==> src/rtl/pwr_seq_pkg.sv <==
package pwr_seq_pkg;
  typedef enum logic [2:0] {
    ST_RESET   = 3'd0,
    ST_CFG_REQ = 3'd1,
    ST_CFG_ACK = 3'd2,
    ST_BIST    = 3'd3,
    ST_ONLINE  = 3'd4,
    ST_OFFLINE = 3'd5
  } seq_state_t;
endpackage

==> src/rtl/pwr_sync2.sv <==
module pwr_sync2 #(
  parameter int STAGES = 2
) (
  input  logic clk,
  input  logic async_n,
  output logic rst
);
  logic [STAGES-1:0] chain;

  always_ff @(posedge clk) begin
    chain <= {chain[STAGES-2:0], async_n};
  end

  assign rst = ~chain[STAGES-1];
endmodule

==> src/rtl/pwr_seq_fsm.sv <==
module pwr_seq_fsm
  import pwr_seq_pkg::*;
#(
  parameter int CFG_W      = 6,
  parameter int ONLINE_BIT = 5
) (
  input  logic             clk,
  input  logic             rst,
  input  logic             autocfg_dis,
  input  logic             cfg_grant,
  input  logic             cfg_ack_n,
  input  logic             bist_done,
  input  logic             bist_pass,
  input  logic [CFG_W-1:0] cfg_bits,
  output seq_state_t       state,
  output logic             load_dflt,
  output logic             load_data,
  output logic             fail_set
);
  seq_state_t nxt;
  logic       keep_on;

  assign keep_on = bist_pass | cfg_bits[ONLINE_BIT];

  always_comb begin
    nxt       = state;
    load_dflt = 1'b0;
    load_data = 1'b0;
    fail_set  = 1'b0;
    unique case (state)
      ST_RESET: begin
        if (autocfg_dis) begin
          load_dflt = 1'b1;
          nxt       = ST_BIST;
        end else begin
          nxt = ST_CFG_REQ;
        end
      end
      ST_CFG_REQ: begin
        if (cfg_grant) nxt = ST_CFG_ACK;
      end
      ST_CFG_ACK: begin
        if (!cfg_ack_n) begin
          load_data = 1'b1;
          nxt       = ST_BIST;
        end
      end
      ST_BIST: begin
        if (bist_done) begin
          fail_set = ~bist_pass;
          nxt      = keep_on ? ST_ONLINE : ST_OFFLINE;
        end
      end
      ST_ONLINE:  nxt = ST_ONLINE;
      ST_OFFLINE: nxt = ST_OFFLINE;
      default:    nxt = ST_RESET;
    endcase
  end

  always_ff @(posedge clk) begin
    if (rst) state <= ST_RESET;
    else     state <= nxt;
  end
endmodule

==> src/rtl/pwr_cfg_reg.sv <==
module pwr_cfg_reg #(
  parameter int CFG_W = 6
) (
  input  logic             clk,
  input  logic             rst,
  input  logic             load_dflt,
  input  logic             load_data,
  input  logic [CFG_W-1:0] data,
  output logic [CFG_W-1:0] cfg
);
  localparam logic [CFG_W-1:0] DFLT = {CFG_W{1'b1}};

  for (genvar i = 0; i < CFG_W; i++) begin : g_bit
    always_ff @(posedge clk) begin
      if (rst)            cfg[i] <= 1'b0;
      else if (load_dflt) cfg[i] <= DFLT[i];
      else if (load_data) cfg[i] <= data[i];
    end
  end
endmodule

==> src/rtl/pwr_out_stage.sv <==
module pwr_out_stage
  import pwr_seq_pkg::*;
#(
  parameter int NUM_CH = 2
) (
  input  logic              clk,
  input  logic              rst,
  input  seq_state_t        state,
  input  logic              fail_set,
  input  logic              tx_inhibit,
  output logic              active,
  output logic              cfg_req,
  output logic              bist_start,
  output logic              rt_fail_n,
  output logic [NUM_CH-1:0] tx_en
);
  assign active     = (state == ST_ONLINE);
  assign cfg_req    = (state == ST_CFG_REQ);
  assign bist_start = (state == ST_BIST);

  always_ff @(posedge clk) begin
    if (rst)           rt_fail_n <= 1'b1;
    else if (fail_set) rt_fail_n <= 1'b0;
  end

  for (genvar c = 0; c < NUM_CH; c++) begin : g_ch
    assign tx_en[c] = active & ~tx_inhibit;
  end
endmodule

==> src/rtl/pwrup_cfg_seq.sv <==
module pwrup_cfg_seq
  import pwr_seq_pkg::*;
#(
  parameter int CFG_W       = 6,
  parameter int ONLINE_BIT  = 5,
  parameter int NUM_CH      = 2,
  parameter int SYNC_STAGES = 2
) (
  input  logic              clk,
  input  logic              mclr_n,
  input  logic              autocfg_dis,
  output logic              cfg_req,
  input  logic              cfg_grant,
  input  logic              cfg_ack_n,
  input  logic [CFG_W-1:0]  cfg_data,
  output logic              bist_start,
  input  logic              bist_done,
  input  logic              bist_pass,
  input  logic              tx_inhibit,
  output logic              active,
  output logic              rt_fail_n,
  output logic [CFG_W-1:0]  cfg_bits,
  output logic [NUM_CH-1:0] tx_en
);
  logic       rst;
  seq_state_t state;
  logic       load_dflt, load_data, fail_set;

  pwr_sync2 #(.STAGES(SYNC_STAGES)) u_sync (
    .clk(clk), .async_n(mclr_n), .rst(rst)
  );

  pwr_seq_fsm #(.CFG_W(CFG_W), .ONLINE_BIT(ONLINE_BIT)) u_fsm (
    .clk(clk), .rst(rst), .autocfg_dis(autocfg_dis),
    .cfg_grant(cfg_grant), .cfg_ack_n(cfg_ack_n),
    .bist_done(bist_done), .bist_pass(bist_pass),
    .cfg_bits(cfg_bits), .state(state),
    .load_dflt(load_dflt), .load_data(load_data), .fail_set(fail_set)
  );

  pwr_cfg_reg #(.CFG_W(CFG_W)) u_cfg (
    .clk(clk), .rst(rst), .load_dflt(load_dflt), .load_data(load_data),
    .data(cfg_data), .cfg(cfg_bits)
  );

  pwr_out_stage #(.NUM_CH(NUM_CH)) u_out (
    .clk(clk), .rst(rst), .state(state), .fail_set(fail_set),
    .tx_inhibit(tx_inhibit), .active(active), .cfg_req(cfg_req),
    .bist_start(bist_start), .rt_fail_n(rt_fail_n), .tx_en(tx_en)
  );
endmodule

==> config.mk <==
export PLATFORM = sky130hd
export DESIGN_NAME = pwrup_cfg_seq
export DESIGN_NICKNAME = d
export VERILOG_FILES = /design/src/rtl/pwr_seq_pkg.sv /design/src/rtl/pwr_sync2.sv /design/src/rtl/pwr_seq_fsm.sv /design/src/rtl/pwr_cfg_reg.sv /design/src/rtl/pwr_out_stage.sv /design/src/rtl/pwrup_cfg_seq.sv
export SDC_FILE = /design/constraint.sdc
export NUM_CORES = 1
export LEC_CHECK = 0
export BUFFER_PORTS_ARGS = -buffer_cell sky130_fd_sc_hd__clkbuf_2
export CORE_MARGIN = 1
export CORE_UTILIZATION = 38
export CTS_CLUSTER_DIAMETER = 40
export DETAILED_ROUTE_END_ITERATION = 16
export PLACE_DENSITY = 0.8
export SKIP_LAST_GASP = 1
export SLEW_MARGIN = 20
export SYNTH_ARGS = -nofsm -noshare
export SYNTH_HDL_FRONTEND = slang
export SYNTH_HIERARCHICAL = 1
export SYNTH_SLANG_ARGS = --single-unit
==> constraint.sdc <==
create_clock -name clk -period 1.3 [get_ports clk]
set_input_delay 0.065 -clock clk [delete_from_list [all_inputs] [get_ports clk]]
set_output_delay 0.065 -clock clk [all_outputs]
set_load 0.02 [all_outputs]
==> run metrics <==
Worst EP arrival 1.27 ns; worst min-delay path class in -> reg; port bufs 25; gpl congestion 0.728; DIE WIDTH 39.8 µm; headroom to the max-slew limit 0.771; Post-synth EDFFs 0; Setup violations, final 4; initial antenna violation count 0; path type of the worst setup path reg -> out; status finished with violations; final WL 1290 µm; Lkg Pwr 0.399 nW; n_diodes 0; Clock Tree Root clkbuf_4; first drt pass iteration count 4; Tcrit/Tclk final 1.03; Yosys top cell area share 0.442; Mean Syn Cell Area 9.87 µm²; Area growth syn-to-layout 61.5%; top cell types by occurrence after synthesis dfxtp_1 (12), a21oi_1 (8), mux2i_1 (6); violations in the final reports negative setup slack; later-pin clock latency in the skew report 0.27 ns; flops & latches, synth 12; per-cell routed wire length 12.1 µm; Layout Nets 106; Post-Place Cells 95; post-synth top area cell dfxtp_1; fin util 0.666; Hold Path End u_cfg/cfg[2]; Tot GR Track Use 0.185; largest net degree at the start of global routing 11; Synth Instances 55; vias after detailed routing 541; syn nets 69; Post-Syn Area 543 µm²; worst slack, placed 0.109 ns; Post-synth top flop dfxtp_1; most frequent cell after synthesis dfxtp_1; TritonCTS Buffers 3; cell count of the worst hold path 3; Critical Path Sink Type output port; pwr dens 1200 nW/µm²; initial cell density of the core 0.412; CTS HTree Levels 1; placed wire-length estimate 792 µm; Filler cells 93; DR iter-0 viols 25; Max Clock Freq 747 MHz; Cell Rows 13; global-route wire length before repair 1780 µm; Final Hold Viols 0; Synth async-reset ratio 0; post-layout min period 1.34 ns; r2r setup slk -0.02 ns; Max Root-Sink Buffers 2; Slew @ Worst Pin 0.343 ns; ratio of cells with drive above 1 in the final layout 0.582; post-route cell area 877 µm²; cells on worst reg2reg path 5; Yosys cell types 25; unrepaired setup endpoints after global routing yes; CTS tree done; Worst-path clk slew 0.07 ns; worst vdd ir 0.000676 V; HP Start cfg_data[2]; setup ws final -0.0392 ns; Reg-to-Reg Start u_fsm/state[0]; WHS 0.0693 ns; Worst setup SP type flop; Max Slew Vio Count 0; Final Skew 0.00347 ns; crit-path max FO 4; Post-DRT Antenna Nets 0; final cell count without fillers 106; register area share after synthesis 0.442; Sink Count 12; DP Area 688 µm²; warnings from Yosys 6; DRC Markers 0; via/cell ratio 5.10; overflow left after global routing 0; number of global-route vias before repair 452; Crit path required time 1.24 ns; die area 1580 µm²; DIE HEIGHT 39.8 µm; Core ar. 1320 µm²; RR Endpoint u_cfg/cfg[4]; top cells by area, synth dfxtp_1 (44%), mux2i_1 (11%), a21oi_1 (7.4%), buf_6 (4.1%), nor4b_1 (3.2%); IO Pins 26; Max-Cap Viols 0
==> what timing repair did <==
item / in CTS / in global routing
endpoints found under the hold margin: 1 / 0
gates resized for setup: 11 / 15
hold buffers: 1 / 0
buffers inserted: 6 / 0
setup endpoints to repair: 2 / 9
pin swaps: 1 / 6
==> per-stage QoR <==
step	setup TNS [ns]	total power, mW
2_1_floorplan	0	0.594
3_3_place_gp	0	0.668
3_5_place_dp	0	0.675
4_1_cts	-0.0436	1.02
5_1_grt	-0.600	1.11
6_report	-0.120	1.05
==> layout by cell type (no fill, tap or decap), types with 2 or more instances in the layout <==
cell and count:
nor4b_4 2, a21oi_1 7, dfxtp_2 2, buf_4 5, buf_6 6, inv_1 3, nor3_1 2, clkbuf_4 3
clkbuf_2 22, nor2_1 2, buf_8 2, dfxtp_1 9, mux2i_1 5
==> worst max-delay path: stages, from the launching register on <==
cell	delay (ns)
dfxtp_4	0.37
buf_6	0.11
nor3b_4	0.19
and2b_2	0.22
buf_8	0.12
==> cells by family after synthesis <==
family,Yosys count,synth area share
buf+inv,8,0.0922
compound gates,12,0.122
simple gates,16,0.212
flops,12,0.442
mux,7,0.131
==> how the worst max path moves through the flow <==
stage | from | end | slack [ns] | cells past startpoint
3_3_place_gp | u_fsm/state[2] | u_cfg/cfg[1] | 0.16 | 4
3_5_place_dp | u_fsm/state[2] | u_cfg/cfg[3] | 0.11 | 4
4_1_cts | u_fsm/state[1] | tx_en[1] | -0.02 | 4
5_1_grt | u_fsm/state[2] | tx_en[0] | -0.12 | 4
2_1_floorplan | u_fsm/state[0] | u_cfg/cfg[0] | 0.04 | 5
6_report | u_fsm/state[2] | tx_en[1] | -0.04 | 4
==> registers in the layout, summed over array words and instances, names as in the netlist <==
register         count
u_cfg/cfg            6
u_fsm/state          3
u_out/rt_fail_n      1
u_sync/chain         2
==> where the power goes <==
part / total, mW / switching, mW / internal (mW) / leakage (nW)
logic: 0.324 / 0.162 / 0.162 / 0.277
registers: 0.432 / 0.0248 / 0.408 / 0.101
clock network: 0.292 / 0.121 / 0.170 / 0.0210
==> final cells by class <==
type,count,area [µm²],area share
inverter,4,15.0,0.0171
sequential,12,246,0.281
tap,15,18.8,0.0214
timing repair buffer,36,255,0.291
clock buffer,4,36.3,0.0414
multi-input combinational,35,305,0.348
==> routing by layer <==
metal / wire length, µm / GRT usage / vias to the layer above
li1: - / - / 266
met1: 497 / 0.177 / 246
met2: 663 / 0.307 / 22
met3: 90 / 0.102 / 7
met4: 33 / 0.103 / 0
met5: 0 / 0 / -
Power figures use the tool's default switching activity.
